[config.mk]
export PLATFORM = sky130hd
export DESIGN_NAME = dwp_target
export DESIGN_NICKNAME = d
export VERILOG_FILES = /design/src/rtl/dwp_pkg.sv /design/src/rtl/dwp_parity.sv /design/src/rtl/dwp_ctrl.sv /design/src/rtl/dwp_status.sv /design/src/rtl/dwp_target.sv
export SDC_FILE = /design/constraint.sdc
export NUM_CORES = 1
export LEC_CHECK = 0
export BUFFER_PORTS_ARGS = -buffer_cell sky130_fd_sc_hd__clkbuf_2
export CAP_MARGIN = 40
export CORE_ASPECT_RATIO = 1.2
export CORE_MARGIN = 2
export CORE_UTILIZATION = 33
export CTS_CLUSTER_DIAMETER = 60
export DETAILED_ROUTE_END_ITERATION = 7
export PLACE_DENSITY = 0.69
export SYNTH_ARGS = -nofsm -noshare
export SYNTH_HDL_FRONTEND = slang
export SYNTH_SLANG_ARGS = --single-unit
export TNS_END_PERCENT = 30
[constraint.sdc]
create_clock -name clk -period 1.8 [get_ports clk]
set_clock_uncertainty 0.2 [all_clocks]
set_input_delay 0.18 -clock clk [delete_from_list [all_inputs] [get_ports clk]]
set_output_delay 0.18 -clock clk [all_outputs]
set_load 0.05 [all_outputs]
[src/rtl/dwp_pkg.sv]
package dwp_pkg;

  // Request-handling phases of the target
  typedef enum logic [2:0] {
    ST_IDLE = 3'd0,  // waiting for an address phase
    ST_ADDR = 3'd1,  // claimed, waiting for the data phase
    ST_PARW = 3'd2,  // data captured, waiting for PAR
    ST_RESP = 3'd3,  // response strobe on the bus
    ST_TURN = 3'd4   // waiting for FRAME# and IRDY# to go idle
  } dwp_state_e;

  localparam int unsigned LANE_W = 8;

endpackage

[src/rtl/dwp_parity.sv]
module dwp_parity #(
  parameter int unsigned AD_W = 32
) (
  input  logic [AD_W-1:0]                 ad,
  input  logic [AD_W/dwp_pkg::LANE_W-1:0] cbe_n,
  output logic                            odd
);
  localparam int unsigned LANES = AD_W / dwp_pkg::LANE_W;

  logic [LANES-1:0] lane_x;

  // one XOR tree per byte lane, folded at the end
  for (genvar g = 0; g < LANES; g++) begin : g_lane
    assign lane_x[g] = ^{ad[g*dwp_pkg::LANE_W +: dwp_pkg::LANE_W], cbe_n[g]};
  end

  assign odd = ^lane_x;

endmodule

[src/rtl/dwp_ctrl.sv]
module dwp_ctrl
  import dwp_pkg::*;
#(
  parameter int unsigned AD_W = 32
) (
  input  logic                  clk,
  input  logic                  rst,
  input  logic                  frame_n,
  input  logic                  irdy_n,
  input  logic [AD_W-1:0]       ad,
  input  logic [AD_W/LANE_W-1:0] cbe_n,
  input  logic                  par,
  input  logic                  par_odd,
  input  logic                  perr_resp_en,
  input  logic                  q_full,
  output logic                  devsel_n,
  output logic                  trdy_n,
  output logic                  stop_n,
  output logic                  q_push,
  output logic [AD_W-1:0]       q_addr,
  output logic [AD_W-1:0]       q_data,
  output logic [AD_W/LANE_W-1:0] q_be,
  output logic [AD_W/LANE_W-1:0] q_cmd,
  output logic                  cmpl_err
);
  localparam int unsigned LANES = AD_W / LANE_W;

  dwp_state_e st;
  logic       calc_q;   // parity of the data phase, awaiting PAR
  logic       bad_par;

  assign bad_par = calc_q ^ par;

  always_ff @(posedge clk) begin
    if (rst) begin
      st       <= ST_IDLE;
      devsel_n <= 1'b1;
      trdy_n   <= 1'b1;
      stop_n   <= 1'b1;
      q_push   <= 1'b0;
      cmpl_err <= 1'b0;
      calc_q   <= 1'b0;
      q_addr   <= '0;
      q_data   <= '0;
      q_be     <= '0;
      q_cmd    <= '0;
    end else begin
      q_push   <= 1'b0;
      cmpl_err <= 1'b0;
      unique case (st)
        ST_IDLE: begin
          if (!frame_n) begin
            if (cbe_n[0]) begin
              q_addr   <= ad;
              q_cmd    <= cbe_n;
              devsel_n <= 1'b0;
              st       <= ST_ADDR;
            end else begin
              st <= ST_TURN;
            end
          end
        end
        ST_ADDR: begin
          if (!irdy_n) begin
            q_data <= ad;
            q_be   <= ~cbe_n;
            calc_q <= par_odd;
            st     <= ST_PARW;
          end
        end
        ST_PARW: begin
          if (bad_par && perr_resp_en) begin
            trdy_n   <= 1'b0;
            cmpl_err <= 1'b1;
          end else begin
            stop_n <= 1'b0;
            q_push <= !q_full;
          end
          st <= ST_RESP;
        end
        ST_RESP: begin
          trdy_n   <= 1'b1;
          stop_n   <= 1'b1;
          devsel_n <= 1'b1;
          st       <= ST_TURN;
        end
        ST_TURN: begin
          if (frame_n && irdy_n) st <= ST_IDLE;
        end
        default: st <= ST_IDLE;
      endcase
    end
  end

  logic unused_lanes;
  assign unused_lanes = (LANES == 0);

endmodule

[src/rtl/dwp_status.sv]
module dwp_status #(
  parameter int unsigned PERR_LAG = 2
) (
  input  logic clk,
  input  logic rst,
  input  logic cmpl_err,
  input  logic int_mask,
  input  logic sts_clr,
  input  logic isr_clr,
  output logic perr_n,
  output logic sts_dpe,
  output logic isr_dpe
);
  localparam int unsigned SH_W = (PERR_LAG > 2) ? PERR_LAG - 1 : 1;

  logic [SH_W-1:0] sh;

  // delay line between the completion event and the error strobe
  if (PERR_LAG > 2) begin : g_long
    always_ff @(posedge clk) begin
      if (rst) sh <= '0;
      else     sh <= {sh[SH_W-2:0], cmpl_err};
    end
  end else begin : g_short
    always_ff @(posedge clk) begin
      if (rst) sh <= '0;
      else     sh <= cmpl_err;
    end
  end

  always_ff @(posedge clk) begin
    if (rst) perr_n <= 1'b1;
    else     perr_n <= ~sh[SH_W-1];
  end

  // sticky bits, set beats clear
  always_ff @(posedge clk) begin
    if (rst) begin
      sts_dpe <= 1'b0;
      isr_dpe <= 1'b0;
    end else begin
      if (cmpl_err)     sts_dpe <= 1'b1;
      else if (sts_clr) sts_dpe <= 1'b0;
      if (cmpl_err && !int_mask) isr_dpe <= 1'b1;
      else if (isr_clr)          isr_dpe <= 1'b0;
    end
  end

endmodule

[src/rtl/dwp_target.sv]
module dwp_target #(
  parameter int unsigned AD_W     = 32,
  parameter int unsigned PERR_LAG = 2
) (
  input  logic                           clk,
  input  logic                           rst,
  input  logic                           frame_n,
  input  logic                           irdy_n,
  input  logic [AD_W-1:0]                ad,
  input  logic [AD_W/dwp_pkg::LANE_W-1:0] cbe_n,
  input  logic                           par,
  input  logic                           perr_resp_en,
  input  logic                           int_mask,
  input  logic                           q_full,
  input  logic                           sts_clr,
  input  logic                           isr_clr,
  output logic                           devsel_n,
  output logic                           trdy_n,
  output logic                           stop_n,
  output logic                           perr_n,
  output logic                           q_push,
  output logic [AD_W-1:0]                q_addr,
  output logic [AD_W-1:0]                q_data,
  output logic [AD_W/dwp_pkg::LANE_W-1:0] q_be,
  output logic [AD_W/dwp_pkg::LANE_W-1:0] q_cmd,
  output logic                           sts_dpe,
  output logic                           isr_dpe
);
  logic par_odd;
  logic cmpl_err;

  dwp_parity #(.AD_W(AD_W)) i_parity (
    .ad    (ad),
    .cbe_n (cbe_n),
    .odd   (par_odd)
  );

  dwp_ctrl #(.AD_W(AD_W)) i_ctrl (
    .clk          (clk),
    .rst          (rst),
    .frame_n      (frame_n),
    .irdy_n       (irdy_n),
    .ad           (ad),
    .cbe_n        (cbe_n),
    .par          (par),
    .par_odd      (par_odd),
    .perr_resp_en (perr_resp_en),
    .q_full       (q_full),
    .devsel_n     (devsel_n),
    .trdy_n       (trdy_n),
    .stop_n       (stop_n),
    .q_push       (q_push),
    .q_addr       (q_addr),
    .q_data       (q_data),
    .q_be         (q_be),
    .q_cmd        (q_cmd),
    .cmpl_err     (cmpl_err)
  );

  dwp_status #(.PERR_LAG(PERR_LAG)) i_status (
    .clk      (clk),
    .rst      (rst),
    .cmpl_err (cmpl_err),
    .int_mask (int_mask),
    .sts_clr  (sts_clr),
    .isr_clr  (isr_clr),
    .perr_n   (perr_n),
    .sts_dpe  (sts_dpe),
    .isr_dpe  (isr_dpe)
  );

endmodule

==> impl_metrics.toml <==
[setup_path]
critical_path_required_ns = 1.81
critPathKind = "primary input to flop"
cpPeakStageDelay_ns = 0.53
cp.depth = 7
worstRegToRegCells = 4
worst_path_most_repeated_cell = "xnor2_1"
cp_max_fo = 3
end_kind = "flop"
slowest_stage = "dlygate4sd3_1"
crit_chain = "dlygate4sd3_1 > buf_2 > xnor2_2 > xnor2_1 > xnor2_1 > xnor2_1 > a211oi_2"
path_buf_inv = 2
cp-start-kind = "primary input"
cp_data_arrival_time_ns = 1.64
r2r_slack_ns = 0.18
cp_top_family = "XOR/XNOR gates"

[status]
status = "finished, final reports clean"

[cts]
ctsLongestPathBuffers = 2
cts_sinks = 85
cts-buffers-inserted = 9
cts_setup_buffers = 0
cts_root_buf = "clkbuf_16"
cts_tree = "built"
clk_pin_slew_ns = 0.06
htree_levels = 3
clock_latency_ns = 0.33

[global_routing]
overflow = 0
antenna_found_initial = 0
grtUsageTotal_pct = 18.2
grt_max_degree = 52
grt_pass1_vias = 3238
grt_pass1_wl_um = 15200

[timing]
max_freq_mhz = 612
setup-violations-final = 0
fin_setup_tns_ns = 0
slew_headroom_pct = 72.0
tightest_slew_ns = 0.420
finalHoldViolations = 0
drv_slew = 0
post-route-period-util_pct = 90.7
rsz0062_at_grt = "no"
hold_ws_ns = 0.0172
fin_crit_ns = 1.63

[synthesis]
synth_cells = 400
synth_top_cell_area_share_pct = 52.3
synth_fp_nets = 446
synth_top_cells_by_area = "dfxtp_1 52%, nand2_1 16%, a21oi_1 11%, xnor2_1 8.1%, clkbuf_1 2.5%"
yosys.area.top_type = "dfxtp_1"
avgSynthCellArea_um2 = 8.13
syn_area_um2 = 3250
synth_seq_area_share_pct = 52.3
yosys_warnings = 0
yosysUniqueCellTypes = 23
synth-seq-cells = 85

[die]
floorplan.initialDensity_pct = 34.0
die_w_um = 94.6
num_rows = 39
core_um2 = 9560
die_y_um = 113
io_pins = 125
fp.dieArea_um2 = 10700

[detailed_routing]
via_per_inst = 4.66
wl_per_cell_um = 13.3
drt-total-wl_um = 9230
vias = 3232
antenna_left = 0
first_pass_iters = 4
drc_errors = 0
drt_iter0_markers = 123

[pwr]
leakagePower_nw = 2.08
power_density_nw_per_um2 = 1050
p_total_w = 0.00509
ir_drop_mv = 0.459

[layout]
syn2layout_area_growth_pct = 49.5
fillers = 904
final_area_um2 = 4860
final_cells = 694
seq_area_um2 = 1700
layout_commonest_cell = "nand2_1"
diodes = 0
fin_nets = 614
layout_common_cells = "141 x nand2_1, 117 x clkbuf_2, 85 x dfxtp_1, 73 x a21oi_1, 31 x dlygate4sd3_1"
multi_input_area_um2 = 1480
drive_above_1_share_pct = 30.1

[placement]
io_buffers = 124
dp.cells = 649
place_congestion = 0.820
dp_hpwl_um = 6320
placed_area_um2 = 4170

[min_path]
hold_path.class = "primary input to flop"
whs_path_depth = 4

[flow_run]
cap_violations = 0
power breakdown:
part	leakage (nW)	switching, W	internal [W]
Clock	0.161	0.000694	0.00138
Combinational	1.22	0.000614	0.000398
Sequential	0.690	0.0000435	0.00196
Total	2.08	0.00135	0.00374
repair_timing:
action                                 in CTS  in global routing
hold buffers                               33                  0
endpoints found under the hold margin      54                  0
setup endpoints to repair                   0                 10
resized for setup                           0                 11
worst paths after layout:
| check | from | endpoint |
|---|---|---|
| max | ad[5] | i_ctrl.calc_q$_SDFFE_PP0P_ |
| min reg2reg | i_status.sh$_SDFF_PP0_ | i_status.perr_n$_SDFF_PP1_ |
| min | ad[28] | i_ctrl.q_data[28]$_SDFFE_PP0P_ |
| max reg2reg | i_ctrl.st[0]$_SDFFE_PP0P_ | i_ctrl.q_addr[22]$_SDFFE_PP0P_ |
cells by family (layout without fill, tap and decap cells):
logic type             after synthesis  count (layout)  synth area share (%)
AND/OR/NAND/NOR                    170             170                  21.2
flip-flops                          85              85                  52.3
AO/OA/AOI/OAI                       82              82                  13.3
XOR/XNOR                            35              35                  9.85
buffers and inverters               28             199                  3.38
layer usage:
| layer | share of wire (%) | wire, µm | up-vias | GRT usage [%] |
|---|---|---|---|---|
| met5 | 0 | 0 | - | 0 |
| met1 | 42 | 3850 | 1489 | 21.1 |
| met2 | 50 | 4580 | 106 | 31.0 |
| li1 | - | - | 1621 | - |
| met4 | 1.7 | 158 | 0 | 7.44 |
| met3 | 6.9 | 641 | 16 | 5.39 |
Yosys cell counts (all sizes together):
library cell,count
a211oi,6
a21oi,73
a31oi,1
and2,1
buf,4
clkbuf,22
dfxtp,85
inv,2
nand2,141
nand2b,5
nor2,14
nor2b,1
nor3,3
nor4,1
o21ai,2
or2,1
or2b,1
or3,1
or4,1
xnor2,30
xnor3,1
xor2,4
flip-flops by register name, indices dropped and copies added, names as in the netlist, 3 cells and up:
signal	cells
i_ctrl.q_be	4
i_ctrl.q_cmd	4
i_ctrl.q_addr	32
i_ctrl.q_data	32
i_ctrl.st	3
layout make-up:
class | count | share of cell area, %
tap | 123 | 3.17
clock buffer | 10 | 4.92
timing repair buffer | 183 | 24.3
inverter | 2 | 0.154
clock inverter | 4 | 2.01
multi-input combinational | 287 | 30.5
sequential | 85 | 35.0
through the flow:
step	util [%]	worst slack, ns
after global placement	43.6	-0.108
after global routing	50.8	0.0447
after detailed placement	43.6	-0.141
after floorplan	-	0.00469
after CTS	50.5	0.0236
final	50.8	0.167
tightest hold or removal path: stages:
cell and delay [ns]:
clkbuf_2 0.10, buf_4 0.13, nand2_1 0.05, a21oi_1 0.05
Power figures use the tool's default switching activity.
